**config.mk**
```make
export PLATFORM = sky130hd
export DESIGN_NAME = rdo_stream_engine
export DESIGN_NICKNAME = d
export VERILOG_FILES = /design/src/rtl/rdo_pkg.sv /design/src/rtl/rdo_ctrl.sv /design/src/rtl/rdo_credit.sv /design/src/rtl/rdo_wpath.sv /design/src/rtl/rdo_stream_engine.sv
export SDC_FILE = /design/constraint.sdc
export NUM_CORES = 1
export LEC_CHECK = 0
export ABC_CLOCK_PERIOD_IN_PS = 6400
export BUFFER_PORTS_ARGS = -buffer_cell sky130_fd_sc_hd__buf_2
export CORE_UTILIZATION = 53
export DETAILED_ROUTE_END_ITERATION = 10
export GPL_TIMING_DRIVEN = 0
export MAX_ROUTING_LAYER = met4
export PLACE_DENSITY_LB_ADDON = 0.12
export REMOVE_ABC_BUFFERS = 1
export SLEW_MARGIN = 20
export SYNTH_ARGS = -nofsm -noshare
export SYNTH_HDL_FRONTEND = slang
export SYNTH_SLANG_ARGS = --single-unit
```
**constraint.sdc**
```tcl
create_clock -name clk -period 6.4 [get_ports clk]
set_clock_uncertainty 0.05 [all_clocks]
set_input_delay 0.96 -clock clk [delete_from_list [all_inputs] [get_ports clk]]
set_output_delay 0.96 -clock clk [all_outputs]
set_load 0.02 [all_outputs]
```
**src/rtl/rdo_pkg.sv**
```systemverilog
package rdo_pkg;

    localparam int unsigned RDO_ADDR_W = 30;
    localparam int unsigned RDO_CNT_W  = 24;
    localparam int unsigned RDO_DATA_W = 64;

    typedef enum logic [1:0] {
        ST_IDLE  = 2'd0,
        ST_CLEAR = 2'd1,
        ST_RUN   = 2'd2
    } rdo_state_e;

    function automatic int unsigned burst_bytes(int unsigned words, int unsigned data_w);
        return words * (data_w / 8);
    endfunction

    function automatic int unsigned level_width(int unsigned depth);
        return $clog2(depth + 1);
    endfunction

endpackage

```
**src/rtl/rdo_ctrl.sv**
```systemverilog
module rdo_ctrl
    import rdo_pkg::*;
#(
    parameter int unsigned ADDR_W      = RDO_ADDR_W,
    parameter int unsigned CNT_W       = RDO_CNT_W,
    parameter int unsigned BURST_BYTES = 32,
    parameter int unsigned CLR_CYCLES  = 2
) (
    input  logic              clk,
    input  logic              rst,
    input  logic              start_i,
    input  logic [ADDR_W-1:0] start_addr_i,
    input  logic [CNT_W-1:0]  byte_count_i,
    input  logic              cmd_ready_i,
    input  logic              room_ok_i,
    input  logic              drained_i,
    output logic              cmd_valid_o,
    output logic [ADDR_W-1:0] cmd_addr_o,
    output logic              cmd_fire_o,
    output logic              fifo_rst_o,
    output logic              busy_o,
    output logic              done_o
);

    localparam int unsigned CLR_W = $clog2(CLR_CYCLES + 1);
    localparam logic [CNT_W-1:0]  STEP_CNT  = CNT_W'(BURST_BYTES);
    localparam logic [ADDR_W-1:0] STEP_ADDR = ADDR_W'(BURST_BYTES);
    localparam logic [CLR_W-1:0]  CLR_LAST  = CLR_W'(CLR_CYCLES - 1);

    typedef struct packed {
        logic [ADDR_W-1:0] addr;
        logic [CNT_W-1:0]  left;
    } job_t;

    rdo_state_e       state_q;
    job_t             job_q;
    logic [CLR_W-1:0] clr_q;
    logic             done_q;
    logic             want_cmd;

    always_comb begin
        want_cmd    = (state_q == ST_RUN) && (job_q.left != '0);
        cmd_valid_o = want_cmd && room_ok_i;
        cmd_fire_o  = cmd_valid_o && cmd_ready_i;
        cmd_addr_o  = job_q.addr;
        fifo_rst_o  = (state_q == ST_CLEAR);
        busy_o      = (state_q != ST_IDLE);
        done_o      = done_q;
    end

    always_ff @(posedge clk) begin
        if (rst) begin
            state_q <= ST_IDLE;
            job_q   <= '0;
            clr_q   <= '0;
            done_q  <= 1'b0;
        end else begin
            done_q <= 1'b0;
            unique case (state_q)
                ST_IDLE: begin
                    if (start_i) begin
                        job_q.addr <= start_addr_i;
                        job_q.left <= byte_count_i;
                        clr_q      <= '0;
                        state_q    <= ST_CLEAR;
                    end
                end
                ST_CLEAR: begin
                    clr_q <= clr_q + 1'b1;
                    if (clr_q == CLR_LAST) begin
                        state_q <= ST_RUN;
                    end
                end
                ST_RUN: begin
                    if (cmd_fire_o) begin
                        job_q.addr <= job_q.addr + STEP_ADDR;
                        job_q.left <= (job_q.left > STEP_CNT) ? (job_q.left - STEP_CNT) : '0;
                    end else if ((job_q.left == '0) && drained_i) begin
                        state_q <= ST_IDLE;
                        done_q  <= 1'b1;
                    end
                end
                default: state_q <= ST_IDLE;
            endcase
        end
    end

endmodule

```
**src/rtl/rdo_credit.sv**
```systemverilog
module rdo_credit
    import rdo_pkg::*;
#(
    parameter int unsigned BURST_WORDS = 4,
    parameter int unsigned FIFO_DEPTH  = 16,
    parameter int unsigned LVL_W       = level_width(16)
) (
    input  logic             clk,
    input  logic             rst,
    input  logic             cmd_fire_i,
    input  logic             wr_i,
    input  logic [LVL_W-1:0] fifo_level_i,
    output logic             room_ok_o,
    output logic             drained_o
);

    localparam int unsigned CR_W = LVL_W + 2;
    localparam logic [CR_W-1:0] BURST_CR = CR_W'(BURST_WORDS);
    localparam logic [CR_W-1:0] DEPTH_CR = CR_W'(FIFO_DEPTH);

    logic [CR_W-1:0] inflight_q;
    logic [CR_W-1:0] level_cr;
    logic [CR_W-1:0] free_cr;

    always_ff @(posedge clk) begin
        if (rst) begin
            inflight_q <= '0;
        end else begin
            unique case ({cmd_fire_i, wr_i})
                2'b10:   inflight_q <= inflight_q + BURST_CR;
                2'b01:   inflight_q <= inflight_q - 1'b1;
                2'b11:   inflight_q <= inflight_q + BURST_CR - 1'b1;
                default: inflight_q <= inflight_q;
            endcase
        end
    end

    always_comb begin
        level_cr  = CR_W'(fifo_level_i);
        free_cr   = (level_cr >= DEPTH_CR) ? '0 : (DEPTH_CR - level_cr);
        room_ok_o = free_cr >= (BURST_CR + inflight_q);
        drained_o = (inflight_q == '0);
    end

endmodule

```
**src/rtl/rdo_wpath.sv**
```systemverilog
module rdo_wpath
    import rdo_pkg::*;
#(
    parameter int unsigned DATA_W = RDO_DATA_W
) (
    input  logic              clk,
    input  logic              rst,
    input  logic              accept_i,
    input  logic              rd_valid_i,
    input  logic [DATA_W-1:0] rd_data_i,
    output logic              wr_en_o,
    output logic [DATA_W-1:0] wr_data_o
);

    always_ff @(posedge clk) begin
        if (rst) begin
            wr_en_o   <= 1'b0;
            wr_data_o <= '0;
        end else begin
            wr_en_o <= rd_valid_i && accept_i;
            if (rd_valid_i && accept_i) begin
                wr_data_o <= rd_data_i;
            end
        end
    end

endmodule

```
**src/rtl/rdo_stream_engine.sv**
```systemverilog
module rdo_stream_engine
    import rdo_pkg::*;
#(
    parameter int unsigned ADDR_W      = RDO_ADDR_W,
    parameter int unsigned CNT_W       = RDO_CNT_W,
    parameter int unsigned DATA_W      = RDO_DATA_W,
    parameter int unsigned BURST_WORDS = 4,
    parameter int unsigned FIFO_DEPTH  = 16,
    parameter int unsigned CLR_CYCLES  = 2,
    parameter int unsigned LVL_W       = level_width(FIFO_DEPTH)
) (
    input  logic              clk,
    input  logic              rst,
    input  logic              start_i,
    input  logic [ADDR_W-1:0] start_addr_i,
    input  logic [CNT_W-1:0]  byte_count_i,
    output logic              cmd_valid_o,
    input  logic              cmd_ready_i,
    output logic [ADDR_W-1:0] cmd_addr_o,
    input  logic              rd_valid_i,
    input  logic [DATA_W-1:0] rd_data_i,
    output logic              fifo_wr_en_o,
    output logic [DATA_W-1:0] fifo_wr_data_o,
    input  logic [LVL_W-1:0]  fifo_level_i,
    output logic              fifo_rst_o,
    output logic              busy_o,
    output logic              done_o
);

    localparam int unsigned BURST_BYTES = burst_bytes(BURST_WORDS, DATA_W);

    logic cmd_fire;
    logic room_ok;
    logic drained;

    rdo_ctrl #(
        .ADDR_W      (ADDR_W),
        .CNT_W       (CNT_W),
        .BURST_BYTES (BURST_BYTES),
        .CLR_CYCLES  (CLR_CYCLES)
    ) ctrl_i (
        .clk          (clk),
        .rst          (rst),
        .start_i      (start_i),
        .start_addr_i (start_addr_i),
        .byte_count_i (byte_count_i),
        .cmd_ready_i  (cmd_ready_i),
        .room_ok_i    (room_ok),
        .drained_i    (drained),
        .cmd_valid_o  (cmd_valid_o),
        .cmd_addr_o   (cmd_addr_o),
        .cmd_fire_o   (cmd_fire),
        .fifo_rst_o   (fifo_rst_o),
        .busy_o       (busy_o),
        .done_o       (done_o)
    );

    rdo_credit #(
        .BURST_WORDS (BURST_WORDS),
        .FIFO_DEPTH  (FIFO_DEPTH),
        .LVL_W       (LVL_W)
    ) credit_i (
        .clk          (clk),
        .rst          (rst),
        .cmd_fire_i   (cmd_fire),
        .wr_i         (fifo_wr_en_o),
        .fifo_level_i (fifo_level_i),
        .room_ok_o    (room_ok),
        .drained_o    (drained)
    );

    rdo_wpath #(
        .DATA_W (DATA_W)
    ) wpath_i (
        .clk        (clk),
        .rst        (rst),
        .accept_i   (busy_o),
        .rd_valid_i (rd_valid_i),
        .rd_data_i  (rd_data_i),
        .wr_en_o    (fifo_wr_en_o),
        .wr_data_o  (fifo_wr_data_o)
    );

endmodule

```
Word-level counts from Yosys, hierarchy flattened --
Index checks and enable logic that the tools add are counted.
Cells by class: $add $sub $neg 7, $lt $le $gt $ge 3, equality and inequality tests 11, multiplexer cells 14, bitwise gates (word level) 1, reduce and logical (&&, ||, !) cells 17
Operator list (count):
- $mux 54 | 2
- $pmux 54 s2 | 1
- $add 30x6->30 const B | 1
- $gt 24x6->1 const B | 1
- $logic_not 24->1 | 1
- $mux 24 | 1
- $reduce_bool 24->1 | 1
- $sub 24x6->24 const B | 1
- $pmux 7 s3 | 1
- $sub 7x1->7 const B | 2
- $mux 2 | 5
- $add 7x3->7 const B | 1
- $ge 7x7->1 | 1
- $logic_not 7->1 | 1
- $mux 7 | 1
- $eq 2x1->1 const B | 3
- $eq 2x2->1 const B | 3
- $ne 2x2->1 const B | 3
- $pmux 2 s3 | 1
- $reduce_bool 2->1 | 3
- $sub 5x5->6 const A | 1
- $ge 5x5->1 const B | 1
- $logic_and 1x1->1 | 5
- $ne 2x1->1 const B | 2
- 10 further kinds | 10
Word-level totals: register bits after elaboration 131, input bits 128, output and inout bits 99, logic and storage cells 61

Longest topological paths before layout --
Gate-level depths: netlist of run 1.
depth in word-level cells 7, gate-level depth with buffers 15, mapped depth without buffers 13

By module --
From an unflattened synthesis of run 1, not the netlist that was laid out.
Second synthesis, totals: cell total of the unflattened synthesis 902, area total of the unflattened synthesis 7531.0 um2
Modules (own cells, without submodules):
- rdo_ctrl | instances 1, cells an instance 512, area each 3951.3 um2, sequential area each 1181.1 um2
- rdo_wpath | instances 1, cells an instance 294, area each 2815.2 um2, sequential area each 1301.2 um2
- rdo_credit | instances 1, cells an instance 96, area each 764.5 um2, sequential area each 140.1 um2

Worst setup path after synthesis of run 1 --
Ideal clock, no wire load.
kind input to output, start input fifo_level_i[0], end output cmd_valid_o, data arrival time 3.163 ns, required time 5.390 ns, setup slack 2.227 ns, cell stages on the path 10, buffers on the path 0, cell sequence inv_1 -> ha_1 -> nor3b_1 -> ha_1 -> nor2_1 -> and3_1 -> ha_1 -> nand3_1 -> o31a_1 -> nor3_1
On the way: word-level cells in the longest chain between the ends 4, elaborated cells between the ends (all ways) 5, those cells by class add/sub (1); order compare (2); mux (1); reduce/logical (1)
Ends and longest elaborated chain:
- from (decl) | line rdo_stream_engine.sv:24 | input logic [LVL_W-1:0] fifo_level_i,
- $sub 5x5->6 or $ge 5x5->1 (tied branches) | line rdo_credit.sv:40 | free_cr = (level_cr >= DEPTH_CR) ? '0 : (DEPTH_CR - level_cr);
- $mux 7 (*) | line rdo_credit.sv:40
- $ge 7x7->1 (*) | line rdo_credit.sv:41 | room_ok_o = free_cr >= (BURST_CR + inflight_q);
- $logic_and 1x1->1 (*) | line rdo_ctrl.sv:43 | cmd_valid_o = want_cmd && room_ok_i;
- to (decl) | line rdo_stream_engine.sv:17 | output logic cmd_valid_o,
Mark *: on every way between the ends. The rest lies on a longest branch, timed or not.

Worst setup path in the final report of run 1 --
Ends and elaborated chain as after synthesis.

==> impl_summary.txt, run 1 <==
----------------------------------------------------
[Outcome]
  Status ... completed

[Routing]
  Detail-routed via count per cell ... 5.456
  Detailed-route via count ... 6673
  Antenna-violating nets left ... 0
  First-pass iteration count of the detailed router ... 5
  Post-route DRC violation count ... 0
  Detailed-route wire length ... 17450 um
  Number of DRC violations after detailed-routing iteration 0 ... 675
  Average routed wire per standard cell ... 14.27 um

[Clocking]
  CTS tree ... built
  Maximum count of clock buffers along a single path ... 2
  Root buf cell ... clkbuf_16
  Setup Fix Bufs, Post-CTS ... 0
  Clock transition at the registers of the reported paths ... 0.05 ns
  # hold bufs at CTS ... 0
  Resized Gates After CTS ... 0
  Clock sink count ... 131
  Clock buffers created by TritonCTS ... 17
  Count of H-tree levels built during CTS ... 4
  Clock insertion delay at the later pin of the skew report ... 0.41 ns

[Power and ir drop]
  Share of power burned in registers ... 40.6%
  Cell Pwr Density ... 274.2 nW/um2
  P_sw ... 628.8 uW
  Comb pwr share ... 17.9%
  Maximum resistive drop on vdd ... 0.0002184 V
  Switching fraction of total power ... 27.94%
  Clk network pwr share ... 41.5%
  Total Power ... 2251 uW
  Design internal power ... 1622 uW
  Standby leakage power ... 0.003585 uW

[STA]
  Final Max Slew Viols ... 0
  Max-slew headroom ... 26.72%
  Setup repair after global routing missed its margin ... no
  Final sum of negative setup slack ... 0 ns
  Fin. Hold Viols ... 0
  Final period util ... 73.92%
  Final Critical Period ... 4.731 ns
  Max Clock Freq ... 211.4 MHz
  Number of endpoints failing setup at the final stage ... 0
  Transition time at the pin with the least slew margin ... 1.091 ns

[Setup path]
  Maximum fanout count along the critical path ... 6
  Endpoint type of the worst setup path ... output pin
  Data arrival at the endpoint of the critical path ... 3.72 ns
  Startpoint type of the worst setup path ... input pin
  Cells along the critical path ... buf_2 > inv_1 > ha_1 > nor3b_1 > ha_1 > nor2_1 > and2_1 > ha_1 > a2111oi_0 > o31a_1 > nor3_1 > buf_2
  Slowest library cell on the worst path ... a2111oi_0
  CP Class ... in -> out
  Largest incremental delay on the critical path ... 0.59 ns
  Most repeated library cell on the critical path ... ha_1
  Data required time of the worst path ... 5.39 ns
  Flop2flop setup slack ... 2.79 ns

[Finish]
  Nets ... 1190
  Layout overhead on the synthesized area ... 23.87%
  Diodes inserted ... 0
  FILL cells ... 1104
  Share of cells above drive strength 1 ... 25.69%

[Flow run]
  Max-capacitance violation count ... 0

[Die]
  Die boundary width ... 113.8 um
  Std-Cell Rows ... 40
  Core box area ... 12110 um2
  Area of the die ... 12950 um2
  Die Height ... 113.8 um
  Initial standard-cell utilization of the core ... 54.71%
  Number of primary I/O pins ... 227

[Synthesis]
  Number of warnings reported in the yosys synthesis log ... 0
  Cells after synthesis ... 885
  Number of flops mapped to enable cells by yosys ... 0
  Netlist cell types ... 54
  Basic-gate share of the synthesized area counting and, or, nand and nor cells ... 24.68%
  Combinational family with the most area after synthesis ... simple AND/OR/NAND/NOR gates
  Adder-Cell Fraction of Synth Area ... 3.021%
  Proportion of netlist area held by the largest area contributor ... 39.58%
  Compound-gate portion of the synthesized area ... 22.43%
  Largest cells by area after synthesis ... dfxtp_1, nand2_1, a21oi_1, buf_4, nor2_1
  Most used DFF post-synth ... dfxtp_1
  Sequential cell area fraction in the yosys report ... 39.58%
  Area of the mapped netlist ... 6626 um2
  Post-synth ARST share ... 0%
  Post-Synth XOR/XNOR Area ... 1.983%
  Mean instance size in the synthesized netlist ... 7.487 um2
  Multiplexer fraction of the synthesized cell area ... 0.4909%
  Dominant cell type by area after synthesis ... dfxtp_1
  Register bit count reported by yosys ... 131

[GRT]
  Wire length of the first global-routing pass ... 27860 um
  Total routing resource utilization after global routing ... 27.65%
  Antenna violations before repair ... 0
  Overall overflow remaining after global route ... 0
  Number of global-route vias before repair ... 5814
  Maximum number of pins on one net before global-route repair ... 87

[Place]
  Placed wire-length estimate after detailed placement ... 11900 um
  Final weighted congestion of routability-driven global placement ... 0.8747
  Number of I/O port buffers ... 226

[Hold path]
  HP Class ... reg -> reg

----------------------------------------------------
-- layout make-up --
type,instances,area [um2],area share (%)
multi-input combinational,652,3535,43.06
inverter,14,52.55,0.6402
clock buffer,22,484.2,5.899
tap,168,210.2,2.561
timing repair buffer,230,1224,14.91
sequential,131,2623,31.95
clock inverter,6,80.08,0.9756
-- cell usage after synthesis (7+ instances only) --
cell type and number:
a211oi_1 12, a21oi_1 120, a31oi_1 10, and2_1 10, and3_1 9, buf_4 30, clkbuf_1 48, dfxtp_1 131
ha_1 16, inv_1 14, nand2_1 211, nand3_1 22, nor2_1 58, nor3_1 19, nor4_1 8, o21ai_0 38
o31ai_1 15, or3_1 7, xnor2_1 9
-- registers in the layout, indices dropped and copies added, names as in the netlist --
register / count
wpath_i.wr_en_o: 1
ctrl_i.state_q: 2
ctrl_i.clr_q: 2
ctrl_i.job_q: 24
ctrl_i.cmd_addr_o: 30
wpath_i.wr_data_o: 64
credit_i.inflight_q: 7
ctrl_i.done_o: 1
-- power groups by stage --
| stage | logic, uW | registers [uW] | clock network, uW |
|---|---|---|---|
| after global routing | 447 | 920 | 985 |
| after CTS | 403 | 912 | 945 |
| after detailed placement | 400 | 928 | 0 |
| final | 403 | 913 | 935 |
| after global placement | 387 | 926 | 0 |
| after floorplan | 203 | 963 | 0 |
-- cells by family after synthesis --
kind of cell    count (synthesis)
compound gates                245
fa+ha+maj                      16
simple gates                  374
buf+inv                       102
mux                             2
flops                         131
xor+xnor                       15
-- critical path, delay by kind of cell --
family | cells | cell delay (ns)
buffers and inverters | 3 | 0.39
and+or+nand+nor | 4 | 0.69
adders and majority gates | 3 | 0.67
AOI/OAI and AO/OA | 2 | 1.01
-- final timing paths --
kind / depth (start not counted) / startpoint / end
setup / recovery: 12 / fifo_level_i[0] / cmd_valid_o
hold / removal: 2 / ctrl_i.cmd_addr_o[2] / ctrl_i.cmd_addr_o[2]
setup reg to reg: 9 / credit_i.inflight_q[2] / ctrl_i.cmd_addr_o[9]
hold reg to reg: 2 / ctrl_i.cmd_addr_o[2] / ctrl_i.cmd_addr_o[2]
-- cells in the final DEF (no fill, tap or decap), types with 4 or more instances in the layout --
master	count
and3_1	9
nand3_1	22
a2111oi_0	4
a31oi_1	10
nor3_1	19
o21ai_0	38
nor2_1	58
o41ai_1	4
buf_2	225
a21oi_1	120
a221oi_1	5
a21o_1	4
a211oi_1	12
inv_1	14
ha_1	16
a22oi_1	6
or3_1	7
xnor2_1	9
nand4_1	6
o31ai_1	14
nand2_1	210
or4_1	6
and2_1	9
clkinv_2	4
nor4_1	8
o21ai_1	5
xor2_1	6
nand2b_1	4
clkbuf_8	4
dfxtp_1	131
clkbuf_16	17
-- metrics by stage --
step | hold slack [ns] | std cells | worst slack, ns | instance area [um2] | util, %
6_report | 0.3985 | 1223 | 1.669 | 8208 | 67.77
5_1_grt | 0.4104 | 1223 | 1.292 | 8208 | 67.77
4_1_cts | 0.4000 | 1223 | 1.647 | 8208 | 67.77
3_5_place_dp | 0.3930 | 1195 | 1.672 | 7644 | 63.11
3_3_place_gp | 0.3888 | 1191 | 0.3808 | 7502 | 61.94
2_1_floorplan | 0.3917 | 797 | 1.763 | 6161 | -
-- metal layers --
metal / vias up / GRT usage, % / part of all wire [%]
li1: 3369 / - / -
met1: 3066 / 35.00 / 45
met2: 210 / 43.78 / 48
met3: 28 / 6.854 / 5.6
met4: 0 / 8.139 / 1.8
met5: - / - / 0
(Power assumes the default switching activity.)
==> inputs of run 2 (changes only) <==
- ABC_CLOCK_PERIOD_IN_PS: 6400 -> 4290
- CORE_UTILIZATION: 53 -> 46
- clock period: 6.4 -> 4.29 ns (I/O delays scaled with it)
==> run 2 against run 1 <==
Effect of this change:
- first-iteration DRC count is 21% lower
- critical path depth is the same
- total power grew 60%
- cell count increased by 1.3%
- register-to-register slack worse by 2.0 ns
- via count decreased by 0.67%
- clock-buffer cell count is 3 lower
- utilization down 8.1 points
- sequential share of layout area decreased by 0.54 points
- worst hold slack barely moved
- die area is 15% higher
- non-clock buffer count rose by 1
- critical path type unchanged
==> impl_summary.txt, run 2 (synthesized netlist as in run 1, its figures left out) <==
----------------------------------------------------
[Finish]
  FILL cells ... 1356 (was 1104)
  Layout overhead on the synthesized area ... 25.98% (was 23.87%)
  Util after Layout ... 59.68% (was 67.77%)
  Diodes inserted ... 0 (unchanged)
  Number of flip-flops in the largest register ... 64 (unchanged)
  Nets ... 1191 (was 1190)
  Largest reg by FF count ... wpath_i.wr_data_o (unchanged)
  Most common cell after layout, fill and taps aside ... buf_2 (unchanged)
  Final non-filler cell area ... 8348 um2 (was 8208 um2)
  Layout Cells excl Fill ... 1239 (was 1223)
  Top library cells by usage in the layout, fill and taps aside ... buf_2, nand2_1, dfxtp_1 (unchanged)
  Share of cells above drive strength 1 ... 26.06% (was 25.69%)

[STA]
  Final period util ... 93.97%
  Final Max Slew Viols ... 0 (unchanged)
  Setup repair after global routing missed its margin ... no (unchanged)
  Number of endpoints failing setup at the final stage ... 0 (unchanged)
  Final Critical Period ... 4.031 ns
  Max Clock Freq ... 248.1 MHz
  Worst-case hold slack ... 0.3984 ns (was 0.3985 ns)
  Fin. Hold Viols ... 0 (unchanged)
  Transition time at the pin with the least slew margin ... 1.168 ns (was 1.091 ns)
  Max-slew headroom ... 21.56% (was 26.72%)

[Flow run]
  Max-capacitance violation count ... 0 (unchanged)

[GRT]
  Overall overflow remaining after global route ... 0 (unchanged)
  Wire length of the first global-routing pass ... 28390 um (was 27860 um)
  Antenna violations before repair ... 0 (unchanged)
  Number of global-route vias before repair ... 5652 (was 5814)
  Total routing resource utilization after global routing ... 24.89% (was 27.65%)
  Maximum number of pins on one net before global-route repair ... 75 (was 87)

[Hold path]
  Launch instance of the worst min-delay path ... wpath_i.wr_data_o[46] (was ctrl_i.cmd_addr_o[2])
  HP Class ... reg -> reg (unchanged)

[Power and ir drop]
  Design internal power ... 2585 uW (was 1622 uW)
  Standby leakage power ... 0.003627 uW (was 0.003585 uW)
  Maximum resistive drop on vdd ... 0.0003561 V (was 0.0002184 V)
  Total Power ... 3591 uW (was 2251 uW)
  Cell Pwr Density ... 430.2 nW/um2 (was 274.2 nW/um2)
  Share of power burned in registers ... 37.9% (was 40.6%)
  Switching fraction of total power ... 28.02% (was 27.94%)
  Clk network pwr share ... 45.3% (was 41.5%)
  Comb pwr share ... 16.9% (was 17.9%)
  P_sw ... 1006 uW (was 628.8 uW)

[Routing]
  Post-route DRC violation count ... 0 (unchanged)
  Average routed wire per standard cell ... 14.74 um (was 14.27 um)
  Number of DRC violations after detailed-routing iteration 0 ... 534 (was 675)
  Antenna-violating nets left ... 0 (unchanged)
  Detailed-route via count ... 6628 (was 6673)
  Detailed-route wire length ... 18270 um (was 17450 um)
  Detail-routed via count per cell ... 5.349 (was 5.456)
  First-pass iteration count of the detailed router ... 5 (unchanged)

[Die]
  Area of the die ... 14890 um2 (was 12950 um2)
  Number of primary I/O pins ... 227 (unchanged)
  Std-Cell Rows ... 43 (was 40)
  Die Height ... 122.0 um (was 113.8 um)
  Die boundary width ... 122.0 um (was 113.8 um)
  Core box area ... 13990 um2 (was 12110 um2)
  Initial standard-cell utilization of the core ... 47.37% (was 54.71%)

[Setup path]
  Stages on worst setup path ... 12 (unchanged)
  Maximum fanout count along the critical path ... 6 (unchanged)
  Most repeated library cell on the critical path ... ha_1 (unchanged)
  Cells along the critical path ... buf_2 > inv_1 > ha_1 > nor3b_1 > ha_1 > nor2_1 > and3_1 > ha_1 > nand3_1 > o31a_1 > nor3_1 > buf_2 (was buf_2 > inv_1 > ha_1 > nor3b_1 > ha_1 > nor2_1 > and2_1 > ha_1 > a2111oi_0 > o31a_1 > nor3_1 > buf_2)
  Flop2flop setup slack ... 0.75 ns (was 2.79 ns)
  Reg-to-Reg End ... ctrl_i.cmd_addr_o[27] (was ctrl_i.cmd_addr_o[9])
  Family of cells with the greatest summed delay on the critical path ... simple AND/OR/NAND/NOR gates (was compound AO/OA/AOI/OAI gates)
  Endpoint type of the worst setup path ... output pin (unchanged)
  Data arrival at the endpoint of the critical path ... 3.34 ns (was 3.72 ns)
  Data required time of the worst path ... 3.60 ns (was 5.39 ns)
  Slowest library cell on the worst path ... nor3_1 (was a2111oi_0)
  RR Startpoint ... credit_i.inflight_q[2] (unchanged)
  CP Class ... in -> out (unchanged)
  Startpoint type of the worst setup path ... input pin (unchanged)
  Largest incremental delay on the critical path ... 0.46 ns (was 0.59 ns)
  Critical path destination ... cmd_valid_o (unchanged)
  Number of buffer and inverter stages on the critical path ... 3 (unchanged)
  Launch point of the critical path ... fifo_level_i[0] (unchanged)
  Cell depth of the worst flop-to-flop path ... 9 (unchanged)

[Outcome]
  Status ... completed (unchanged)

[Place]
  Placed wire-length estimate after detailed placement ... 12220 um (was 11900 um)
  Placed Instance Area ... 7691 um2 (was 7644 um2)
  # placed instances ... 1208 (was 1195)
  Final weighted congestion of routability-driven global placement ... 0.8388 (was 0.8747)
  Number of I/O port buffers ... 226 (unchanged)

[Clocking]
  Count of H-tree levels built during CTS ... 4 (unchanged)
  CTS tree ... built (unchanged)
  Root buf cell ... clkbuf_16 (unchanged)
  Clock sink count ... 131 (unchanged)
  Clock insertion delay at the later pin of the skew report ... 0.42 ns (was 0.41 ns)
  Maximum count of clock buffers along a single path ... 2 (unchanged)
  Clock transition at the registers of the reported paths ... 0.05 ns (about the same)
  Clock buffers created by TritonCTS ... 17 (unchanged)
  Setup Fix Bufs, Post-CTS ... 0 (unchanged)

----------------------------------------------------
[run 2: power by group through the flow]
stage	clock network, uW	logic [uW]	registers, uW
finish	1630	606	1360
global route	1700	676	1370
CTS	1640	610	1360
detailed placement	0	605	1380
global placement	0	583	1380
floorplan	0	303	1440
[run 2: worst min path at each step]
stage / to / cells after the start / slack (ns)
2_1_floorplan: ctrl_i.job_q[16] / 2 / 0.39
3_5_place_dp: wpath_i.wr_data_o[23] / 2 / 0.39
6_report: wpath_i.wr_data_o[46] / 2 / 0.40
5_1_grt: wpath_i.wr_data_o[21] / 3 / 0.40
3_3_place_gp: wpath_i.wr_data_o[18] / 2 / 0.39
4_1_cts: wpath_i.wr_data_o[63] / 3 / 0.39
[run 2: tightest hold or removal path, delay by kind of cell (launching register included)]
family | cells | cell delay, ns
compound gates | 1 | 0.05
flops | 1 | 0.30
simple gates | 1 | 0.05
[run 2: repair_timing]
| item | 4_1_cts | 5_1_grt |
|---|---|---|
| hold buffers | 0 | 0 |
| gates resized for setup | 0 | 1 |
| endpoints found under the setup margin | 0 | 10 |
[run 2: cell type report]
| class | count | area [um2] | share of cell area, % |
|---|---|---|---|
| Sequential cell | 131 | 2623 | 31.41 |
| Timing Repair Buffer | 231 | 1255 | 15.03 |
| Multi-Input combinational cell | 652 | 3537 | 42.37 |
| Clock buffer | 19 | 452.9 | 5.426 |
| Tap cell | 180 | 225.2 | 2.698 |
| Inverter | 14 | 52.55 | 0.6295 |
| Clock inverter | 12 | 202.7 | 2.428 |
[run 2: routing by layer]
layer	GRT usage, %	vias up	wire length (um)
li1	-	3392	-
met1	32.71	3041	8573
met2	38.42	183	8585
met3	5.571	12	932
met4	6.481	0	174
met5	-	-	0
[run 2: per-stage QoR]
stage / worst slack [ns] / setup TNS (ns)
after floorplan: -0.03002 / -0.1297
after global placement: -1.573 / -49.24
after global routing: 0.07087 / 0
after CTS: 0.2677 / 0
final: 0.2588 / 0
after detailed placement: -0.009659 / -0.01971
